<file path="src/rtl/lcdt_pkg.sv">
package lcdt_pkg;

   typedef struct packed {
      logic [15:0] act;
      logic [15:0] tot;
      logic [15:0] fp;
      logic [15:0] bp;
   } lcdt_axis_cfg_t;

   localparam int ADR_SIZE   = 0;
   localparam int ADR_TOTAL  = 1;
   localparam int ADR_HPORCH = 2;
   localparam int ADR_VPORCH = 3;
   localparam int ADR_CTRL   = 4;
   localparam int ADR_STAT   = 5;

   localparam int B_EN       = 0;
   localparam int B_PCLK_INV = 1;
   localparam int B_HS_LOW   = 2;
   localparam int B_VS_LOW   = 3;
   localparam int B_DE_INV   = 4;
   localparam int B_BLK_HIGH = 5;
   localparam int B_BLK_INV  = 6;
   localparam int MODE_LSB   = 28;
   localparam logic [3:0] MODE_FORCE_BLANK = 4'h7;

endpackage

</file>
<file path="src/rtl/lcdt_regs.sv">
module lcdt_regs
   import lcdt_pkg::*;
#(
   parameter int ADDR_W = 3
) (
   input  logic              clk,
   input  logic              rst_n,
   input  logic              wr_en,
   input  logic [ADDR_W-1:0] wr_addr,
   input  logic [31:0]       wr_data,
   input  logic              frame_end,
   output lcdt_axis_cfg_t    h_cfg,
   output lcdt_axis_cfg_t    v_cfg,
   output logic [31:0]       ctrl,
   output logic              irq
);

   logic [31:0] size_r, total_r, hpor_r, vpor_r;
   logic        done_r;

   function automatic logic hit(input logic [ADDR_W-1:0] a, input int idx);
      return a == ADDR_W'(idx);
   endfunction

   always_ff @(posedge clk or negedge rst_n) begin
      if (!rst_n) begin
         size_r  <= '0;
         total_r <= '0;
         hpor_r  <= '0;
         vpor_r  <= '0;
         ctrl    <= '0;
      end else if (wr_en) begin
         if (hit(wr_addr, ADR_SIZE))   size_r  <= wr_data;
         if (hit(wr_addr, ADR_TOTAL))  total_r <= wr_data;
         if (hit(wr_addr, ADR_HPORCH)) hpor_r  <= wr_data;
         if (hit(wr_addr, ADR_VPORCH)) vpor_r  <= wr_data;
         if (hit(wr_addr, ADR_CTRL))   ctrl    <= wr_data;
      end
   end

   // sticky frame-done; a frame end outranks a same-cycle clear
   always_ff @(posedge clk or negedge rst_n) begin
      if (!rst_n)
         done_r <= 1'b0;
      else if (frame_end)
         done_r <= 1'b1;
      else if (wr_en && hit(wr_addr, ADR_STAT) && !wr_data[0])
         done_r <= 1'b0;
   end

   assign irq   = done_r;
   assign h_cfg = '{act: size_r[15:0],  tot: total_r[15:0],
                    fp: hpor_r[15:0],   bp: hpor_r[31:16]};
   assign v_cfg = '{act: size_r[31:16], tot: total_r[31:16],
                    fp: vpor_r[15:0],   bp: vpor_r[31:16]};

endmodule

</file>
<file path="src/rtl/lcdt_axis.sv">
module lcdt_axis
   import lcdt_pkg::*;
#(
   parameter int MAX_TOTAL = 2048,
   parameter int CNT_W     = $clog2(MAX_TOTAL)
) (
   input  logic             clk,
   input  logic             rst_n,
   input  logic             en,
   input  logic             step,
   input  lcdt_axis_cfg_t   cfg,
   output logic [CNT_W-1:0] cnt,
   output logic             in_act,
   output logic             in_sync,
   output logic             last
);

   localparam int EXT_W = 18;

   logic [EXT_W-1:0] ext, tot_raw, tot_eff, act_e, fp_e, bp_e;

   assign ext     = EXT_W'(cnt);
   assign act_e   = EXT_W'(cfg.act);
   assign fp_e    = EXT_W'(cfg.fp);
   assign bp_e    = EXT_W'(cfg.bp);
   assign tot_raw = EXT_W'(cfg.tot);
   assign tot_eff = (tot_raw > EXT_W'(MAX_TOTAL)) ? EXT_W'(MAX_TOTAL) : tot_raw;

   assign in_act  = ext < act_e;
   assign in_sync = (ext >= act_e + fp_e) && (ext + bp_e < tot_eff);
   assign last    = (ext + EXT_W'(1)) >= tot_eff;

   always_ff @(posedge clk or negedge rst_n) begin
      if (!rst_n)
         cnt <= '0;
      else if (!en)
         cnt <= '0;
      else if (step)
         cnt <= last ? '0 : cnt + CNT_W'(1);
   end

endmodule

</file>
<file path="src/rtl/lcdt_panel_out.sv">
module lcdt_panel_out
   import lcdt_pkg::*;
(
   input  logic        clk,
   input  logic        rst_n,
   input  logic [31:0] ctrl,
   input  logic        h_act,
   input  logic        v_act,
   input  logic        h_sync,
   input  logic        v_sync,
   output logic        hsync_o,
   output logic        vsync_o,
   output logic        de_o,
   output logic        blank_o,
   output logic        pclk_inv_o,
   output logic        fetch_o,
   output logic        de_raw,
   output logic        force_blank
);

   logic en, hs_a, vs_a, vs_q, blank_raw;
   logic ctrl_unused;

   assign ctrl_unused = ^ctrl[MODE_LSB-1:B_BLK_INV+1];

   assign en          = ctrl[B_EN];
   assign force_blank = ctrl[31:MODE_LSB] == MODE_FORCE_BLANK;
   assign hs_a        = en & h_sync;
   assign vs_a        = en & v_sync;
   assign de_raw      = en & ~force_blank & h_act & v_act;
   assign blank_raw   = ~de_raw;

   assign hsync_o    = hs_a ^ ctrl[B_HS_LOW];
   assign vsync_o    = vs_a ^ ctrl[B_VS_LOW];
   assign de_o       = de_raw ^ ctrl[B_DE_INV];
   assign blank_o    = blank_raw ^ ~ctrl[B_BLK_HIGH] ^ ctrl[B_BLK_INV];
   assign pclk_inv_o = ctrl[B_PCLK_INV];

   // assertion edge of vsync, independent of pin polarity
   always_ff @(posedge clk or negedge rst_n) begin
      if (!rst_n) vs_q <= 1'b0;
      else        vs_q <= vs_a;
   end
   assign fetch_o = vs_a & ~vs_q;

endmodule

</file>
<file path="src/rtl/lcdt_timing_gen.sv">
module lcdt_timing_gen
   import lcdt_pkg::*;
#(
   parameter int MAX_TOTAL = 2048,
   parameter int ADDR_W    = 3
) (
   input  logic              clk,
   input  logic              rst_n,
   input  logic              pix_ce,
   input  logic              wr_en,
   input  logic [ADDR_W-1:0] wr_addr,
   input  logic [31:0]       wr_data,
   output logic              hsync_o,
   output logic              vsync_o,
   output logic              de_o,
   output logic              blank_o,
   output logic              pclk_inv_o,
   output logic              fetch_o,
   output logic              irq_o
);

   localparam int CNT_W  = $clog2(MAX_TOTAL);
   localparam int N_AXIS = 2;

   if (MAX_TOTAL < 2 || MAX_TOTAL > 65535) begin : g_bad_total
      $error("MAX_TOTAL out of range");
   end
   if (ADDR_W < 3) begin : g_bad_addr
      $error("ADDR_W too small for register map");
   end

   lcdt_axis_cfg_t    cfg_w  [N_AXIS];
   logic [CNT_W-1:0]  cnt_w  [N_AXIS];
   logic [N_AXIS-1:0] step_w, act_w, sync_w, last_w;
   logic [31:0]       ctrl;
   logic              en, frame_end, de_raw, force_blank;
   logic [CNT_W-1:0]  h_cnt, v_cnt;

   assign en        = ctrl[B_EN];
   assign frame_end = en & pix_ce & (&last_w);
   assign h_cnt     = cnt_w[0];
   assign v_cnt     = cnt_w[1];

   lcdt_regs #(.ADDR_W(ADDR_W)) u_regs (
      .clk       (clk),
      .rst_n     (rst_n),
      .wr_en     (wr_en),
      .wr_addr   (wr_addr),
      .wr_data   (wr_data),
      .frame_end (frame_end),
      .h_cfg     (cfg_w[0]),
      .v_cfg     (cfg_w[1]),
      .ctrl      (ctrl),
      .irq       (irq_o)
   );

   for (genvar i = 0; i < N_AXIS; i++) begin : g_axis
      if (i == 0) begin : g_step_h
         assign step_w[i] = pix_ce;
      end else begin : g_step_v
         assign step_w[i] = pix_ce & last_w[i-1];
      end
      lcdt_axis #(.MAX_TOTAL(MAX_TOTAL), .CNT_W(CNT_W)) u_axis (
         .clk     (clk),
         .rst_n   (rst_n),
         .en      (en),
         .step    (step_w[i]),
         .cfg     (cfg_w[i]),
         .cnt     (cnt_w[i]),
         .in_act  (act_w[i]),
         .in_sync (sync_w[i]),
         .last    (last_w[i])
      );
   end

   lcdt_panel_out u_out (
      .clk         (clk),
      .rst_n       (rst_n),
      .ctrl        (ctrl),
      .h_act       (act_w[0]),
      .v_act       (act_w[1]),
      .h_sync      (sync_w[0]),
      .v_sync      (sync_w[1]),
      .hsync_o     (hsync_o),
      .vsync_o     (vsync_o),
      .de_o        (de_o),
      .blank_o     (blank_o),
      .pclk_inv_o  (pclk_inv_o),
      .fetch_o     (fetch_o),
      .de_raw      (de_raw),
      .force_blank (force_blank)
   );

endmodule

</file>
<file path="config.mk">
export PLATFORM = sky130hd
export DESIGN_NAME = lcdt_timing_gen
export DESIGN_NICKNAME = d
export VERILOG_FILES = /design/src/rtl/lcdt_pkg.sv /design/src/rtl/lcdt_regs.sv /design/src/rtl/lcdt_axis.sv /design/src/rtl/lcdt_panel_out.sv /design/src/rtl/lcdt_timing_gen.sv
export SDC_FILE = /design/constraint.sdc
export NUM_CORES = 1
export LEC_CHECK = 0
export ABC_AREA = 1
export CORE_MARGIN = 1.5
export CORE_UTILIZATION = 45
export DETAILED_ROUTE_END_ITERATION = 8
export PLACE_DENSITY = 0.65
export SETUP_SLACK_MARGIN = 0.1
export SYNTH_ARGS = -nofsm -noshare
export SYNTH_HDL_FRONTEND = slang
export SYNTH_SLANG_ARGS = --single-unit
</file>
<file path="constraint.sdc">
create_clock -name clk -period 4.83 [get_ports clk]
set_input_delay 0.966 -clock clk [delete_from_list [all_inputs] [get_ports clk]]
set_output_delay 0.966 -clock clk [all_outputs]
set_load 0.1 [all_outputs]
</file>
==> results.cfg <==
[power_and_ir_drop]
p_switching_mw = 2.11
pwr-share-seq_pct = 34.5
internal-power_mw = 3.11
combPwrFrac_pct = 37.9
cellLeakagePower_nw = 7.19
ir_drop_mv = 0.304
power_mw = 5.23
p_sw_share_pct = 40.4
p_clk_share_pct = 27.7
p_per_area_mw_per_mm2 = 372

[yosys]
synth_seq_cells = 163
ys.flop_type = dfrtp_1
synth_area_mm2 = 0.0119
synth_top_area_cell = dfrtp_1
synth_area_leaders = dfrtp_1, ha_1, nand2_1
yosysSeqAreaShare_pct = 34.2
synth_cell_types = 48
synth_top_area_share_pct = 34.2
netlist_instances = 1579
synth.avg_cell_area_um2 = 7.56
synth_edf_count = 0
yosysWarningCount = 0
ys_async_sr_fraction_pct = 100

[global_route]
grt_pass1_vias = 9972
grt_start_max_net_pins = 89
grt_pass1_wl_um = 53600
grt.total_usage_pct = 24.4
grt_antenna_before_repair = 1
grt-ovfl-total = 0

[drt]
avgViaCountPerCell = 5.28
detail-route-antenna-nets = 0
wirelength_um = 33600
drc_errors = 0
drt_pass1_iterations = 5
drtIter0Drc = 874
routedWlPerCell_um = 16.8
vias = 10600

[sta]
hold_viol_final = 0
worst_slew_pin_slew_ns = 1.15
min_period_ns = 4.62
period_share_pct = 95.6
worst_slack_ns = 0.213
rsz0062_at_grt = yes
max_slew_margin_pct = 23.1
whs_ns = 0.490
setup_viol = 0
fmaxAchievable_ghz = 0.217
tns_ns = 0
drv_slew = 0
clock_skew_ns = 0.0143

[floorplan]
io_pins = 46
initial_core_util_pct = 45.8
die_w_um = 166
rows = 59
dieArea_mm2 = 0.0275
core_mm2 = 0.0261
die_y_um = 166

[worst_setup_path]
cp-start-kind = register
cpPeakStageDelay_ns = 0.47
path_buf_inv = 2
crit_type = register to primary output
crit_path_frequent_cell = nand2_1
ff2ff_path_depth = 21
r2r-end = g_axis[1].u_axis.cnt[9]
worstPathMaxFanout = 7
path_delay_family = compound AO/OA/AOI/OAI gates
cp_data_arrival_time_ns = 3.65
crit_chain = ha_4 > a21oi_2 > o21ai_1 > nor2_2 > o21ai_2 > a31oi_4 > o21ai_4 > buf_4 > xor2_1 > ha_1 > a21oi_1 > nor3_1 > a211oi_1 > nand2_1 > nand2_1 > nand3_1 > nand2_2 > buf_12
cp-end-kind = primary output
worstReg2RegStart = u_regs.total_r[15]
ff2ff_setup_slack_ns = 1.31
cpMaxStageDelayCell = dfrtp_2
required_ns = 3.86

[hold_path]
hold_class = register to register
hold_depth = 2
hp-start = u_regs.ctrl[1]
hold_end = u_regs.ctrl[1]

[clocking]
clock_sinks = 163
clockBufferDepth = 2
tritoncts = built
cts_buffers = 17
ctsRootBufferMaster = clkbuf_16
clock_latency_ns = 0.44
htree_levels = 4
postCtsHoldBufs = 0
clkTransAtPathRegs_ns = 0.07

[final_layout]
fillers = 2505
finalNetCount = 1849
drive_above_1_share_pct = 11.3
finish.utilization_pct = 53.9
final_common_cell = nand2_1
area_growth_pct = 17.7
layout_common_cells = nand2_1, inv_1, o21ai_0, dfrtp_1, ha_1
diodes = 0

[placed_design]
pre_cts_ws_ns = 0.504
numPortBuffers = 45
gp_congestion = 0.852
dp_hpwl_um = 24600

[flow_run]
max_cap_viol_count = 0

[status]
run_status = completed
## state kept, by name, summed over array words and instances, names as in the netlist
| name | cells |
|---|---|
| g_axis.u_axis.cnt | 22 |
| u_out.vs_q | 1 |
| u_regs.ctrl | 11 |
| u_regs.hpor_r | 32 |
| u_regs.irq | 1 |
| u_regs.size_r | 32 |
| u_regs.total_r | 32 |
| u_regs.vpor_r | 32 |
## cell usage after synthesis (4+ instances only)
library cell  number
nand2_1          415
inv_1            201
o21ai_0          173
dfrtp_1          163
ha_1             152
a21oi_1           89
nor2_1            82
nand3_1           65
xor2_1            36
clkbuf_1          31
nand4_1           29
xnor2_1           22
nor3_1            17
o22ai_1           10
nand2_2            9
o21bai_1           9
o21ai_2            6
and3_1             5
nor4_1             5
a21oi_2            4
a31oi_1            4
buf_2              4
fa_1               4
nand3b_1           4
## per-stage QoR
step,std cells,cell area (um^2)
4_1_cts,1964,13400
2_1_floorplan,1586,12000
3_3_place_gp,1931,12800
6_report,2002,14100
3_5_place_dp,1931,12800
5_1_grt,2002,14100
## tightest hold or removal path, cell delays in order, from the launching register on
cell and delay [ns]:
dfrtp_1 0.34, nand2_1 0.05, o21ai_0 0.06
## power by group through the flow
stage,Clock (mW),Combinational (mW),Sequential (mW)
after floorplan,0,1.38,1.76
after global placement,0,1.82,1.81
after detailed placement,0,1.86,1.81
after CTS,1.46,1.87,1.79
after global routing,1.51,2.26,1.83
final,1.45,1.98,1.80
## logic make-up (layout without fill, tap and decap cells)
| family | count (synthesis) | in the layout | synth area share [%] |
|---|---|---|---|
| AND/OR/NAND/NOR | 644 | 644 | 22.8 |
| AO/OA/AOI/OAI | 315 | 315 | 14.4 |
| buffers and inverters | 241 | 322 | 7.68 |
| flip-flops | 163 | 163 | 34.2 |
| adder cells (fa/ha/maj) | 156 | 156 | 16.6 |
| XOR/XNOR | 59 | 59 | 4.39 |
| other | 1 | 8 | 0.0314 |
## worst max path at each step
stage,to,slack (ns),depth (start not counted),startpoint
2_1_floorplan,fetch_o,0.40,18,g_axis[1].u_axis.cnt[0]
3_3_place_gp,fetch_o,0.57,19,g_axis[1].u_axis.cnt[0]
3_5_place_dp,fetch_o,0.50,19,g_axis[1].u_axis.cnt[0]
4_1_cts,fetch_o,0.07,18,g_axis[1].u_axis.cnt[5]
5_1_grt,hsync_o,-0.09,19,g_axis[0].u_axis.cnt[2]
6_report,hsync_o,0.21,18,g_axis[0].u_axis.cnt[2]
## final cells by class
class                           instances  area [um^2]  share of cell area, %
Inverter                              202          758                   5.40
Clock inverter                         13          169                   1.20
Clock buffer                           19          433                   3.08
Multi-Input combinational cell       1182         7360                   52.4
Sequential cell                       163         4100                   29.2
Timing Repair Buffer                   88          812                   5.78
Tap cell                              335          419                   2.98
## layer usage
metal  GRT usage [%]  wire, um  vias to the layer above
li1                -         -                     5349
met1            37.0     16800                     4903
met2            37.0     14500                      284
met3            2.91      1940                       31
met4            5.48       407                        0
met5               0         0                        -
## repair_timing
action,CTS,global route
gates resized for setup,2,87
pin swaps,2,35
buffers inserted,1,38
endpoints found under the setup margin,3,3
Power figures use the tool's default switching activity.
